--- config.mk ---
export PLATFORM = sky130hd
export DESIGN_NAME = gpio_pad_bank
export DESIGN_NICKNAME = d
export VERILOG_FILES = /design/src/rtl/gpio_bank_pkg.sv /design/src/rtl/gpio_sync2.sv /design/src/rtl/gpio_bank_decode.sv /design/src/rtl/gpio_pad_slice.sv /design/src/rtl/gpio_pad_bank.sv
export SDC_FILE = /design/constraint.sdc
export NUM_CORES = 1
export LEC_CHECK = 0
export BUFFER_PORTS_ARGS = -buffer_cell sky130_fd_sc_hd__buf_2
export CORE_ASPECT_RATIO = 0.75
export CORE_MARGIN = 1.5
export CORE_UTILIZATION = 55
export DETAILED_ROUTE_END_ITERATION = 16
export GPL_ROUTABILITY_DRIVEN = 0
export PLACE_DENSITY = 0.78
export SETUP_SLACK_MARGIN = 0.2
export SLEW_MARGIN = 20
export SYNTH_ARGS = -nofsm -noshare
export SYNTH_HDL_FRONTEND = slang
export SYNTH_HIERARCHICAL = 1
export SYNTH_SLANG_ARGS = --single-unit
--- constraint.sdc ---
create_clock -name clk_i -period 1.8 [get_ports clk_i]
set_input_delay 0 -clock clk_i [delete_from_list [all_inputs] [get_ports clk_i]]
set_output_delay 0 -clock clk_i [all_outputs]
set_load 0.01 [all_outputs]
--- src/rtl/gpio_bank_pkg.sv ---
package gpio_bank_pkg;
  localparam logic [3:0]  CONF_OFS   = 4'h0;
  localparam logic [3:0]  VAL_OFS    = 4'h8;
  localparam logic [31:0] CONF_WMASK = 32'h8000_0787;

  typedef struct packed {
    logic       od;
    logic [1:0] pull_str;
    logic [1:0] pull_dir;
    logic [2:0] func;
  } pad_conf_t;

  typedef struct packed {
    logic ie_n;
    logic oe_n;
    logic level;
  } pad_val_t;

  localparam pad_conf_t CONF_RST = '0;
  localparam pad_val_t  VAL_RST  = 3'b110;

  function automatic pad_conf_t conf_from_word(input logic [31:0] w);
    pad_conf_t c;
    c.od       = w[31];
    c.pull_str = w[10:9];
    c.pull_dir = w[8:7];
    c.func     = w[2:0];
    return c;
  endfunction

  function automatic logic [31:0] conf_to_word(input pad_conf_t c);
    return {c.od, 20'b0, c.pull_str, c.pull_dir, 4'b0, c.func};
  endfunction
endpackage

--- src/rtl/gpio_sync2.sv ---
module gpio_sync2 #(
  parameter int unsigned W = 1
) (
  input  logic         clk_i,
  input  logic         rst_ni,
  input  logic [W-1:0] d_i,
  output logic [W-1:0] q_o
);
  logic [W-1:0] meta_q, sync_q;

  always_ff @(posedge clk_i or negedge rst_ni) begin
    if (!rst_ni) begin
      meta_q <= '0;
      sync_q <= '0;
    end else begin
      meta_q <= d_i;
      sync_q <= meta_q;
    end
  end

  assign q_o = sync_q;
endmodule

--- src/rtl/gpio_bank_decode.sv ---
module gpio_bank_decode
  import gpio_bank_pkg::*;
#(
  parameter int unsigned NUM_PADS = 8,
  parameter int unsigned ADDR_W   = 10,
  localparam int unsigned IDX_W   = ADDR_W - 4
) (
  input  logic [ADDR_W-1:0]   addr_i,
  output logic [NUM_PADS-1:0] hit_conf_o,
  output logic [NUM_PADS-1:0] hit_val_o
);
  logic [IDX_W-1:0] idx;
  logic [3:0]       ofs;

  assign idx = addr_i[ADDR_W-1:4];
  assign ofs = addr_i[3:0];

  for (genvar n = 0; n < NUM_PADS; n++) begin : g_hit
    logic sel;
    assign sel           = (idx == IDX_W'(n));
    assign hit_conf_o[n] = sel && (ofs == CONF_OFS);
    assign hit_val_o[n]  = sel && (ofs == VAL_OFS);
  end
endmodule

--- src/rtl/gpio_pad_slice.sv ---
module gpio_pad_slice
  import gpio_bank_pkg::*;
#(
  parameter logic [2:0] GPIO_CODE = 3'd0
) (
  input  logic        clk_i,
  input  logic        rst_ni,
  input  logic        conf_we_i,
  input  logic        val_we_i,
  input  pad_conf_t   conf_wr_i,
  input  pad_val_t    val_wr_i,
  input  logic        pad_in_i,
  output pad_conf_t   conf_o,
  output logic [31:0] rd_conf_o,
  output logic [31:0] rd_val_o,
  output logic        pad_out_o,
  output logic        pad_oe_no,
  output logic        pad_ie_no
);
  pad_conf_t conf_q;
  pad_val_t  val_q;
  logic      in_sync;
  logic      gpio_mode;
  logic      drive;

  always_ff @(posedge clk_i or negedge rst_ni) begin
    if (!rst_ni) begin
      conf_q <= CONF_RST;
      val_q  <= VAL_RST;
    end else begin
      if (conf_we_i) conf_q <= conf_wr_i;
      if (val_we_i)  val_q  <= val_wr_i;
    end
  end

  gpio_sync2 #(.W(1)) sync_i (
    .clk_i  (clk_i),
    .rst_ni (rst_ni),
    .d_i    (pad_in_i),
    .q_o    (in_sync)
  );

  assign gpio_mode = (conf_q.func == GPIO_CODE);
  // open-drain: a high level releases the pad
  assign drive     = gpio_mode && !val_q.oe_n && !(conf_q.od && val_q.level);

  assign pad_out_o = val_q.level;
  assign pad_oe_no = !drive;
  assign pad_ie_no = !(gpio_mode && !val_q.ie_n);

  assign conf_o    = conf_q;
  assign rd_conf_o = conf_to_word(conf_q);
  assign rd_val_o  = {29'b0, val_q.ie_n, val_q.oe_n,
                      val_q.ie_n ? val_q.level : in_sync};
endmodule

--- src/rtl/gpio_pad_bank.sv ---
module gpio_pad_bank
  import gpio_bank_pkg::*;
#(
  parameter int unsigned NUM_PADS          = 8,
  parameter int unsigned ADDR_W            = 10,
  parameter logic [3*NUM_PADS-1:0] GPIO_CODES = '0
) (
  input  logic                  clk_i,
  input  logic                  rst_ni,
  input  logic [ADDR_W-1:0]     addr_i,
  input  logic                  we_i,
  input  logic [31:0]           wdata_i,
  output logic [31:0]           rdata_o,
  input  logic [NUM_PADS-1:0]   pad_in_i,
  output logic [NUM_PADS-1:0]   pad_out_o,
  output logic [NUM_PADS-1:0]   pad_oe_no,
  output logic [NUM_PADS-1:0]   pad_ie_no,
  output logic [3*NUM_PADS-1:0] func_sel_o,
  output logic [2*NUM_PADS-1:0] pull_dir_o,
  output logic [2*NUM_PADS-1:0] pull_str_o,
  output logic [NUM_PADS-1:0]   open_drain_o
);
  logic [NUM_PADS-1:0] hit_conf, hit_val;
  logic [31:0]         rd_conf [NUM_PADS];
  logic [31:0]         rd_val  [NUM_PADS];
  pad_conf_t           conf_wr;
  pad_val_t            val_wr;
  logic                unused_wdata;

  assign conf_wr      = conf_from_word(wdata_i);
  assign val_wr       = wdata_i[2:0];
  assign unused_wdata = ^{wdata_i[30:11], wdata_i[6:3]};

  gpio_bank_decode #(
    .NUM_PADS (NUM_PADS),
    .ADDR_W   (ADDR_W)
  ) decode_i (
    .addr_i     (addr_i),
    .hit_conf_o (hit_conf),
    .hit_val_o  (hit_val)
  );

  for (genvar n = 0; n < NUM_PADS; n++) begin : g_pad
    pad_conf_t conf;

    gpio_pad_slice #(
      .GPIO_CODE (GPIO_CODES[3*n +: 3])
    ) slice_i (
      .clk_i     (clk_i),
      .rst_ni    (rst_ni),
      .conf_we_i (we_i && hit_conf[n]),
      .val_we_i  (we_i && hit_val[n]),
      .conf_wr_i (conf_wr),
      .val_wr_i  (val_wr),
      .pad_in_i  (pad_in_i[n]),
      .conf_o    (conf),
      .rd_conf_o (rd_conf[n]),
      .rd_val_o  (rd_val[n]),
      .pad_out_o (pad_out_o[n]),
      .pad_oe_no (pad_oe_no[n]),
      .pad_ie_no (pad_ie_no[n])
    );

    assign func_sel_o[3*n +: 3]  = conf.func;
    assign pull_dir_o[2*n +: 2]  = conf.pull_dir;
    assign pull_str_o[2*n +: 2]  = conf.pull_str;
    assign open_drain_o[n]       = conf.od;
  end

  // hits are one-hot; unmapped addresses leave zero
  always_comb begin
    rdata_o = '0;
    for (int n = 0; n < NUM_PADS; n++) begin
      if (hit_conf[n]) rdata_o = rdata_o | rd_conf[n];
      if (hit_val[n])  rdata_o = rdata_o | rd_val[n];
    end
  end
endmodule

==> qor.txt, run 1 <==
crit share post-route - 1.10
Post-Synth XOR/XNOR Area - 0
fraction of the mapped netlist area in compound gates - 0.224
Cell Rows - 45
DP Wirelength - 18.4 mm
crit path DAT - 1.98 ns
number of global-route vias before repair - 7,060
layout cells sized above 1 - 0.347
Hold Path Class - primary input to flop
First DRT Iteration DRCs - 495
GRT overflow - 0
Adder-Cell Fraction of Synth Area - 0
Top Ports - 173
Die Y-Extent - 128 um
clock skew - 0.00727 ns
initial core utilization - 0.561
Syn Inst Count - 1,132
# setup viols final - 7
port buffer count - 124
Pwr Total - 4.93 mW
final std cell area, no fill - 0.0111 mm2
element type at the critical path end - output port
CTS sink cnt - 104
failing checks - setup timing
Fin. Hold Viols - 0
Slew headroom - 0.633
H-tree levels - 3
Max Fclk - 504 MHz
Final #Nets - 1,256
via count - 7,398
status - complete, but fails checks
RSZ-0062 raised after global routing - true
Final min period - 1.98 ns
CTS tree - built
combinational family with the most area after synthesis - buffers and inverters
post-route ant nets - 0
RR Startpoint - g_pad[7].slice_i/conf_o[7]
worst endpoint required time - 1.80 ns
clk_lat worst skew - 0.35 ns
post-synthesis mux area share - 0.116
DRC viols - 0
synthesized area per cell - 10.0 um2
area delta synth->final - -2.18%
Final Max Tran Viols - 0
cell area power density - 443 mW/mm2
Max-cap violations - 0
synthesized area - 0.0114 mm2
number of antenna violations at the first check in global routing - 2
CP Max Fanout - 2
DR vias/cell - 5.04
die area - 0.0216 mm2
CTS max path bufs - 2
CP startpoint - g_pad[0].slice_i/rd_val_o[2]
largest net degree at the start of global routing - 49
FF+latch count, synth - 104
Overall Global Routing Usage - 0.241
Clock transition at path regs - 0.08 ns
Die Width - 169 um
Worst-Margin Slew - 0.551 ns
CTS root buf - clkbuf_16
final worst slack - -0.183 ns
Synth cell types - 24
global-route wire length before repair - 40.0 mm
hold_sp - wdata_i[10]
critical path type - flop to output port
DRT Pass-1 Iters - 5
warning count from the yosys run - 6
Area after DPL - 0.0103 mm2
Num CTS Buffers - 9
WL final - 26.6 mm
Peak VDD IR - 0.540 mV
leakage - 5.78 nW
Final TNS setup - -0.442 ns
simple-gate share of the synthesized area - 0.0493
sequential element share of the synthesized area - 0.231
DR WL/cell - 18.1 um
Critical Path Start Type - flop
core area - 0.0203 mm2
worst max-delay path, stage by stage, from the launching register on:
cell,delay (ns)
dfstp_2,0.55
mux2_4,0.30
a22o_1,0.24
a221oi_4,0.26
nand4_1,0.12
buf_2,0.17
final cells by class:
type | count | area [um2]
clock inverter | 7 | 71.3
clock buffer | 9 | 225
antenna | 2 | 5.00
sequential | 104 | 2620
timing repair buffer | 209 | 1450
tap | 258 | 323
fill | 1732 | 9150
multi-input combinational | 879 | 6430
per-layer routing:
metal	part of all wire	track usage	vias to the layer above
met5	0	0	-
met4	0.031	0.0729	0
met3	0.073	0.0644	85
met2	0.46	0.380	330
met1	0.44	0.323	3565
li1	-	-	3418
cell usage after synthesis:
cell type	instances	area [um2]
dfrtp_1	88	2200
nand2_1	9	33.8
a221oi_2	41	616
a221oi_1	87	762
or4_1	1	7.51
dfstp_2	16	420
buf_4	492	3690
mux2_2	32	360
nand2b_1	10	62.6
nand4_1	32	200
buf_8	6	90.1
and2_1	16	100
nor4_1	4	25.0
nor3_1	20	100
a22o_2	3	30.0
buf_6	32	360
or4_4	1	11.3
mux2_4	64	961
clkbuf_1	20	75.1
or4b_1	2	20.0
a22o_1	125	1090
conb_1	8	30.0
a21oi_1	8	40.0
buf_2	15	75.1
stage by stage:
| step | instances | hold WS (ns) | setup WS (ns) | utilization |
|---|---|---|---|---|
| global route | 1468 | 0.0749 | -0.261 | 0.549 |
| finish | 1468 | 0.0828 | -0.183 | 0.549 |
| CTS | 1461 | 0.0589 | -0.190 | 0.541 |
| global placement | 1422 | 0.00326 | -0.123 | 0.507 |
| detailed placement | 1422 | 0.00742 | -0.133 | 0.507 |
| floorplan | 1548 | -0.296 | -0.0658 | - |
cell usage in the layout (no fill, tap or decap), drive strengths merged:
master       instances
mux2                96
diode                2
dlygate4sd3          9
nand4               32
dfrtp               88
conb               424
clkbuf               9
nor3                20
dfstp               16
inv                  5
nand2b              10
nand2                9
a22o               128
or4                  2
or4b                 2
and2                16
buf                200
nor4                 4
a221oi             128
clkinv               2
a21oi                8
power by group:
part	leakage (nW)	internal (mW)	switching (mW)	total, mW
logic	4.28	0.174	0.366	0.540
registers	1.35	2.39	0.0459	2.43
clock network	0.146	0.984	0.970	1.95
total	5.78	3.55	1.38	4.93
flip-flops by register name (all words and copies together) (netlist names):
signal / count
g_pad.slice_i/conf_o: 64
g_pad.slice_i/pad_out_o: 8
g_pad.slice_i/rd_val_o: 16
g_pad.slice_i/sync_i/meta_q: 8
g_pad.slice_i/sync_i/q_o: 8
logic make-up after synthesis:
kind of cell	count (synthesis)
compound gates	264
buf+inv	565
flops	104
mux	96
other cells	8
simple gates	95
path summary, 6_finish.rpt:
path | endpoint | cells past startpoint | slack (ns)
max in group asynchronous | g_pad[6].slice_i/rd_val_o[1] | 3 | 0.90
min in group asynchronous | g_pad[6].slice_i/conf_o[3] | 2 | 0.17
setup / recovery | rdata_o[0] | 5 | -0.18
hold / removal | g_pad[2].slice_i/conf_o[6] | 2 | 0.08
hold reg to reg | g_pad[2].slice_i/sync_i/q_o | 0 | 0.35
setup reg to reg | g_pad[7].slice_i/conf_o[7] | 1 | 0.91
repair_timing:
item,4_1_cts,5_1_grt
hold endpoints to repair,44,0
gates cloned,2,0
pin swaps,17,18
hold buffers,9,0
setup endpoints to repair,8,27
resized for setup,33,20
setup buffers,12,5
Power figures use the tool's default switching activity.
==> run 2, diff against run 1 <==
==> constraint.sdc (replaced) <==
create_clock -name clk_i -period 1.99 [get_ports clk_i]
set_input_delay 0 -clock clk_i [delete_from_list [all_inputs] [get_ports clk_i]]
set_output_delay 0 -clock clk_i [all_outputs]
set_load 0.01 [all_outputs]
==> run 2 against run 1 <==
Net effect: the run still ends with setup timing left; utilization down 1.0 points; clock power about the same; non-clock buffer count down 11; sequential power down 9.5%; worst setup slack better by 0.11 ns; global-route usage up 0.077 points; clock skew down 0.0070 ns; critical endpoint unchanged; largest power group unchanged; highest routed layer unchanged.
==> qor.txt, run 2 (synthesis gave the netlist of run 1 again) <==
initial core utilization - 0.561 (unchanged)
# setup viols final - 1 (was 7)
Final #Nets - 1,245 (was 1,256)
global-route wire length before repair - 39.9 mm (was 40.0 mm)
crit-path cells - mux2_4, a22o_1, a221oi_4, nand4_1, buf_2 (unchanged)
CP Max Fanout - 2 (unchanged)
leakage - 5.62 nW (was 5.78 nW)
core area - 0.0203 mm2 (unchanged)
Final Max Tran Viols - 0 (unchanged)
crit-path leading delay family - flip-flops (unchanged)
die area - 0.0216 mm2 (unchanged)
Logic pwr share - 0.101 (was 0.110)
Clock transition at path regs - 0.07 ns (was 0.08 ns)
Placement Setup Slack - 0.0302 ns (was -0.133 ns)
Final TNS setup - -0.0781 ns (was -0.442 ns)
number of flip-flops in the largest register - 64 (unchanged)
DP Wirelength - 18.3 mm (was 18.4 mm)
net switching fraction of the power - 0.257 (was 0.280)
Overall Global Routing Usage - 0.241 (about the same)
Top Ports - 173 (unchanged)
Max-cap violations - 0 (unchanged)
Num CTS Buffers - 9 (unchanged)
Max Fclk - 484 MHz
Hold Path Class - primary input to flop (unchanged)
DRT Pass-1 Iters - 5 (unchanged)
post-route ant nets - 0 (unchanged)
CTS tree - built (unchanged)
most frequent cells in the layout - 424 x conb_1, 124 x a22o_1, 121 x buf_2, 88 x dfrtp_1, 77 x a221oi_1 (was 424 x conb_1, 123 x a22o_1, 118 x buf_2, 88 x dfrtp_1, 76 x mux2_4)
WL final - 26.7 mm (was 26.6 mm)
number of antenna violations at the first check in global routing - 1 (was 2)
Cell Rows - 45 (unchanged)
slowest CP cell - dfstp_2 (unchanged)
Pwr Total - 4.60 mW (was 4.93 mW)
layout cells sized above 1 - 0.329 (was 0.347)
DRC viols - 0 (unchanged)
CTS max path bufs - 2 (unchanged)
Slew headroom - 0.620 (was 0.633)
clock share of power - 0.420 (was 0.397)
Cells after DPL - 1,408 (was 1,422)
GRT overflow - 0 (unchanged)
failing checks - setup timing (unchanged)
clock skew - 0.000233 ns (was 0.00727 ns)
area delta synth->final - -4.05% (was -2.18%)
cell area power density - 421 mW/mm2 (was 443 mW/mm2)
critical path type - flop to output port (unchanged)
Psw - 1.18 mW (was 1.38 mW)
commonest non-fill, non-tap cell in the layout - conb_1 (unchanged)
CTS root buf - clkbuf_16 (unchanged)
CP peak stage delay - 0.55 ns (about the same)
DR WL/cell - 18.3 um (was 18.1 um)
final worst slack - -0.0781 ns (was -0.183 ns)
First DRT Iteration DRCs - 510 (was 495)
number of fill cells - 1,761 (was 1,732)
RSZ-0062 raised after global routing - true (unchanged)
Critical Path Start Type - flop (unchanged)
Peak VDD IR - 0.359 mV (was 0.540 mV)
worst path bufs/invs - 1 (unchanged)
Non-Filler Instances - 1,456 (was 1,468)
Die Y-Extent - 128 um (unchanged)
crit share post-route - 1.04
Die Width - 169 um (unchanged)
via count - 7,387 (was 7,398)
Worst-Margin Slew - 0.570 ns (was 0.551 ns)
DR vias/cell - 5.07 (was 5.04)
Internal - 3.41 mW (was 3.55 mW)
port buffer count - 124 (unchanged)
Final min period - 2.07 ns
worst endpoint required time - 1.99 ns (was 1.80 ns)
H-tree levels - 3 (unchanged)
Reg power frac - 0.478 (was 0.494)
Fin. Hold Viols - 0 (unchanged)
clk_lat worst skew - 0.35 ns (about the same)
crit path DAT - 2.07 ns (was 1.98 ns)
Hold Worst Slack - 0.0287 ns (was 0.0828 ns)
largest net degree at the start of global routing - 44 (was 49)
status - complete, but fails checks (unchanged)
CTS sink cnt - 104 (unchanged)
element type at the critical path end - output port (unchanged)
number of global-route vias before repair - 6,917 (was 7,060)
## run 2: changes by cell type in the layout (fill, tap and decap cells not counted), moves of 5 or more
cell,delta
a221oi_1,+5
buf_4,-12
and2_4,-7
mux2_4,-10
mux2_2,+10
nor3_4,-5
nor3_2,+5
and2_1,+7
## run 2: final cells by class
class / instances / area (um2) / area share
multi-input combinational: 879 / 6280 / 0.575
sequential: 104 / 2620 / 0.240
timing repair buffer: 198 / 1360 / 0.125
tap: 258 / 323 / 0.0296
clock buffer: 9 / 225 / 0.0206
clock inverter: 7 / 101 / 0.00929
antenna: 1 / 2.50 / 0.000229
## run 2: repair_timing
action,CTS,global route
resized for setup,12,27
hold buffers,9,0
setup endpoints to repair,7,8
pin swaps,6,13
gates cloned,0,2
hold endpoints to repair,42,0
setup buffers,5,15
## run 2: power groups by stage
stage	Clock, mW	Sequential [mW]	Combinational, mW
after floorplan	0	2.23	0.835
after global placement	0	2.23	0.400
after detailed placement	0	2.24	0.405
after CTS	1.95	2.20	0.426
after global routing	2.05	2.20	0.528
final	1.93	2.20	0.466
## run 2: layer usage
| metal | GRT usage | part of all wire | vias to the layer above |
|---|---|---|---|
| li1 | - | - | 3398 |
| met2 | 0.396 | 0.47 | 336 |
| met4 | 0.0640 | 0.019 | 0 |
| met1 | 0.330 | 0.43 | 3610 |
| met5 | 0 | 0 | - |
| met3 | 0.0412 | 0.081 | 43 |
## run 2: final timing paths
check | from | endpoint | slack (ns) | cells after the start
max in group asynchronous | rst_ni | g_pad[0].slice_i/rd_val_o[1] | 1.05 | 3
min | wdata_i[8] | g_pad[2].slice_i/conf_o[4] | 0.03 | 2
min reg2reg | g_pad[6].slice_i/sync_i/meta_q | g_pad[6].slice_i/sync_i/q_o | 0.35 | 0
max | g_pad[7].slice_i/rd_val_o[2] | rdata_o[0] | -0.08 | 5
min in group asynchronous | rst_ni | g_pad[0].slice_i/conf_o[3] | 0.17 | 2
max reg2reg | g_pad[4].slice_i/conf_o[7] | g_pad[4].slice_i/conf_o[7] | 1.10 | 1
## run 2: stage by stage
step,instance area [um2],utilization
finish,10900,0.538
global route,10900,0.538
CTS,10600,0.523
detailed placement,10100,0.497
global placement,10100,0.497
floorplan,13000,-
==> run 3, diff against run 2 <==
--- a/config.mk
+++ b/config.mk
@@ -8,13 +8,12 @@
 export BUFFER_PORTS_ARGS = -buffer_cell sky130_fd_sc_hd__buf_2
 export CORE_ASPECT_RATIO = 0.75
 export CORE_MARGIN = 1.5
-export CORE_UTILIZATION = 55
+export CORE_UTILIZATION = 51
 export DETAILED_ROUTE_END_ITERATION = 16
 export GPL_ROUTABILITY_DRIVEN = 0
-export PLACE_DENSITY = 0.78
+export PLACE_DENSITY = 0.81
 export SETUP_SLACK_MARGIN = 0.2
 export SLEW_MARGIN = 20
 export SYNTH_ARGS = -nofsm -noshare
 export SYNTH_HDL_FRONTEND = slang
-export SYNTH_HIERARCHICAL = 1
 export SYNTH_SLANG_ARGS = --single-unit
==> run 3 against run 2 <==
Net effect: largest cell class is now flip-flops and latches; wire length down 47%; first-iteration DRC count down 28%; sequential power about the same; the run now ends clean; power down 5.1%; combinational power down 21%; critical endpoint unchanged; via count down 46%; synthesized area down 54%.
==> qor.txt, run 3 <==
status - finished, final reports clean (was complete, but fails checks)
Clock transition at path regs - 0.07 ns (about the same)
hold_sp - wdata_i[7] (was wdata_i[8])
largest net degree at the start of global routing - 46 (was 44)
Slew headroom - 0.660 (was 0.620)
DRC viols - 0 (unchanged)
CTS sink cnt - 104 (unchanged)
element type at the critical path end - output port (unchanged)
core area - 0.00981 mm2 (was 0.0203 mm2)
post-synthesis async set-or-reset flop share - 1.00 (unchanged)
R2R depth - 2 (was 1)
critical path type - flop to output port (unchanged)
clock skew - 0.00460 ns (was 0.000233 ns)
DRT Pass-1 Iters - 6 (was 5)
Synth top cells by count - 90 x mux2_2, 88 x dfrtp_1, 51 x buf_4, 16 x dfstp_2, 16 x nand2_1 (was 492 x buf_4, 125 x a22o_1, 88 x dfrtp_1, 87 x a221oi_1, 64 x mux2_4)
Worst-Margin Slew - 0.510 ns (was 0.570 ns)
Fin. Hold Viols - 0 (unchanged)
leakage - 3.29 nW (was 5.62 nW)
most frequent cells in the layout - 123 x buf_2, 88 x dfrtp_1, 87 x mux2_2, 24 x conb_1, 20 x buf_4 (was 424 x conb_1, 124 x a22o_1, 121 x buf_2, 88 x dfrtp_1, 77 x a221oi_1)
RSZ-0062 raised after global routing - true (unchanged)
worst hold path cell count - 2 (unchanged)
Cells after DPL - 644 (was 1,408)
crit share post-route - 0.945 (was 1.04)
antenna cells - 0 (was 1)
count leader, synth - mux2_2 (was buf_4)
CTS tree - built (unchanged)
commonest non-fill, non-tap cell in the layout - buf_2 (was conb_1)
area delta synth->final - 21.1% (was -4.05%)
largest cells by area after synthesis - dfrtp_1 42%, mux2_2 19%, dfstp_2 8.1% (was buf_4 32%, dfrtp_1 19%, a22o_1 9.6%)
Cell Rows - 31 (was 45)
Syn Inst Count - 413 (was 1,132)
# setup viols final - 0 (was 1)
number of antenna violations at the first check in global routing - 0 (was 1)
FF-to-FF End - g_pad[5].slice_i.rd_val_o[2] (was g_pad[4].slice_i/conf_o[7])
Final min period - 1.88 ns (was 2.07 ns)
H-tree levels - 3 (unchanged)
die area - 0.0109 mm2 (was 0.0216 mm2)
number of flip-flops in the largest register - 64 (unchanged)
Hold EP - g_pad[4].slice_i.conf_o[3] (was g_pad[2].slice_i/conf_o[4])
post-route ant nets - 0 (unchanged)
CP Max Fanout - 2 (unchanged)
worst endpoint required time - 1.99 ns (about the same)
DP Wirelength - 10.2 mm (was 18.3 mm)
via count - 3,965 (was 7,387)
cell area power density - 690 mW/mm2 (was 421 mW/mm2)
Critical Path Start Type - flop (unchanged)
GRT overflow - 0 (unchanged)
Num CTS Buffers - 9 (unchanged)
port buffer count - 124 (unchanged)
number of fill cells - 743 (was 1,761)
commonest register cell after synthesis - dfrtp_1 (unchanged)
number of global-route vias before repair - 3,917 (was 6,917)
RR Startpoint - g_pad[5].slice_i.rd_val_o[2] (was g_pad[4].slice_i/conf_o[7])
global-route wire length before repair - 22.6 mm (was 39.9 mm)
First DRT Iteration DRCs - 366 (was 510)
Top Ports - 173 (unchanged)
Final TNS setup - 0 ns (was -0.0781 ns)
Max-cap violations - 0 (unchanged)
R2R setup slack - 1.11 ns (was 1.10 ns)
initial core utilization - 0.532 (was 0.561)
DR WL/cell - 21.0 um (was 18.3 um)
warning count from the yosys run - 0 (was 6)
Peak VDD IR - 0.452 mV (was 0.359 mV)
Seq. cell area - 0.00262 mm2 (unchanged)
DR vias/cell - 5.87 (was 5.07)
Max Fclk - 532 MHz (was 484 MHz)
synthesized area per cell - 12.6 um2 (was 10.0 um2)
layout cells sized above 1 - 0.540 (was 0.329)
Non-Filler Instances - 675 (was 1,456)
Final Max Tran Viols - 0 (unchanged)
Yosys top cell by area - dfrtp_1 (was buf_4)
synthesized area - 0.00522 mm2 (was 0.0114 mm2)
CTS max path bufs - 2 (unchanged)
Synth cell types - 48 (was 24)
Overall Global Routing Usage - 0.275 (was 0.241)
FF+latch count, synth - 104 (unchanged)
number of synthesized flops with an enable pin - 0 (unchanged)
Die Y-Extent - 90.6 um (was 128 um)
Multi-input gate area - 0.00230 mm2 (was 0.00628 mm2)
Final #Nets - 591 (was 1,245)
CTS root buf - clkbuf_16 (unchanged)
Die Width - 120 um (was 169 um)
WL final - 14.2 mm (was 26.7 mm)
clk_lat worst skew - 0.35 ns (about the same)
Hold Path Class - primary input to flop (unchanged)
sequential element share of the synthesized area - 0.502 (was 0.231)
crit path DAT - 1.88 ns (was 2.07 ns)
Hold Worst Slack - 0.0186 ns (was 0.0287 ns)
Synth top area share - 0.422 (was 0.325)
## run 3: routing by layer
metal	routed length, um	vias to the layer above	share of wire	track usage
met2	6560	218	0.46	0.425
li1	-	1712	-	-
met5	0	-	0	0
met1	6020	2006	0.42	0.386
met4	268	0	0.019	0.0744
met3	1350	29	0.095	0.0739
## run 3: logic make-up (layout without fill, tap and decap cells)
logic type | Yosys count | count (layout) | synth area share
multiplexers | 108 | 108 | 0.236
other | 1 | 24 | 0.000718
buffers and inverters | 66 | 173 | 0.0867
AO/OA/AOI/OAI | 56 | 56 | 0.0791
AND/OR/NAND/NOR | 78 | 78 | 0.0951
flip-flops | 104 | 104 | 0.502
## run 3: worst max-delay path, stage by stage (launching register included)
cell and delay [ns]:
dfstp_2 0.55, mux2_4 0.30, a22o_1 0.20, a22oi_2 0.16, o2111ai_2 0.15, buf_2 0.16
## run 3: through the flow
| stage | power (mW) | util | worst slack (ns) | instance area [um2] |
|---|---|---|---|---|
| floorplan | 2.44 | - | 0.306 | 5310 |
| global placement | 2.56 | 0.594 | 0.188 | 5830 |
| detailed placement | 2.57 | 0.594 | 0.148 | 5830 |
| CTS | 4.37 | 0.643 | 0.107 | 6310 |
| global route | 4.51 | 0.644 | 0.00961 | 6320 |
| finish | 4.36 | 0.644 | 0.110 | 6320 |
## run 3: power breakdown
part	internal, mW	total [mW]	switching, mW
registers	2.16	2.20	0.0340
clock network	1.02	1.80	0.785
logic	0.138	0.369	0.230
total	3.32	4.36	1.05
## run 3: worst max-delay path by stage
stage / startpoint / to / slack (ns) / cells past startpoint
2_1_floorplan: addr_i[3] / g_pad[3].slice_i.conf_o[0] / 0.31 / 5
4_1_cts: g_pad[7].slice_i.rd_val_o[2] / rdata_o[0] / 0.11 / 6
3_3_place_gp: addr_i[2] / g_pad[4].slice_i.conf_o[6] / 0.19 / 6
6_report: g_pad[2].slice_i.rd_val_o[2] / rdata_o[0] / 0.11 / 5
3_5_place_dp: addr_i[2] / g_pad[6].slice_i.conf_o[2] / 0.15 / 6
5_1_grt: g_pad[7].slice_i.rd_val_o[2] / rdata_o[0] / 0.01 / 6
## run 3: repair_timing
action	in CTS	in global routing
resized for setup	12	3
setup buffers	4	0
hold buffers	11	0
endpoints found under the setup margin	3	4
endpoints found under the hold margin	52	0
pin swaps	5	0
## run 3: area by class of cell
class,instances,share of cell area
multi-input combinational,266,0.364
tap,132,0.0261
clock buffer,12,0.0390
timing repair buffer,157,0.148
sequential,104,0.415
clock inverter,4,0.00831
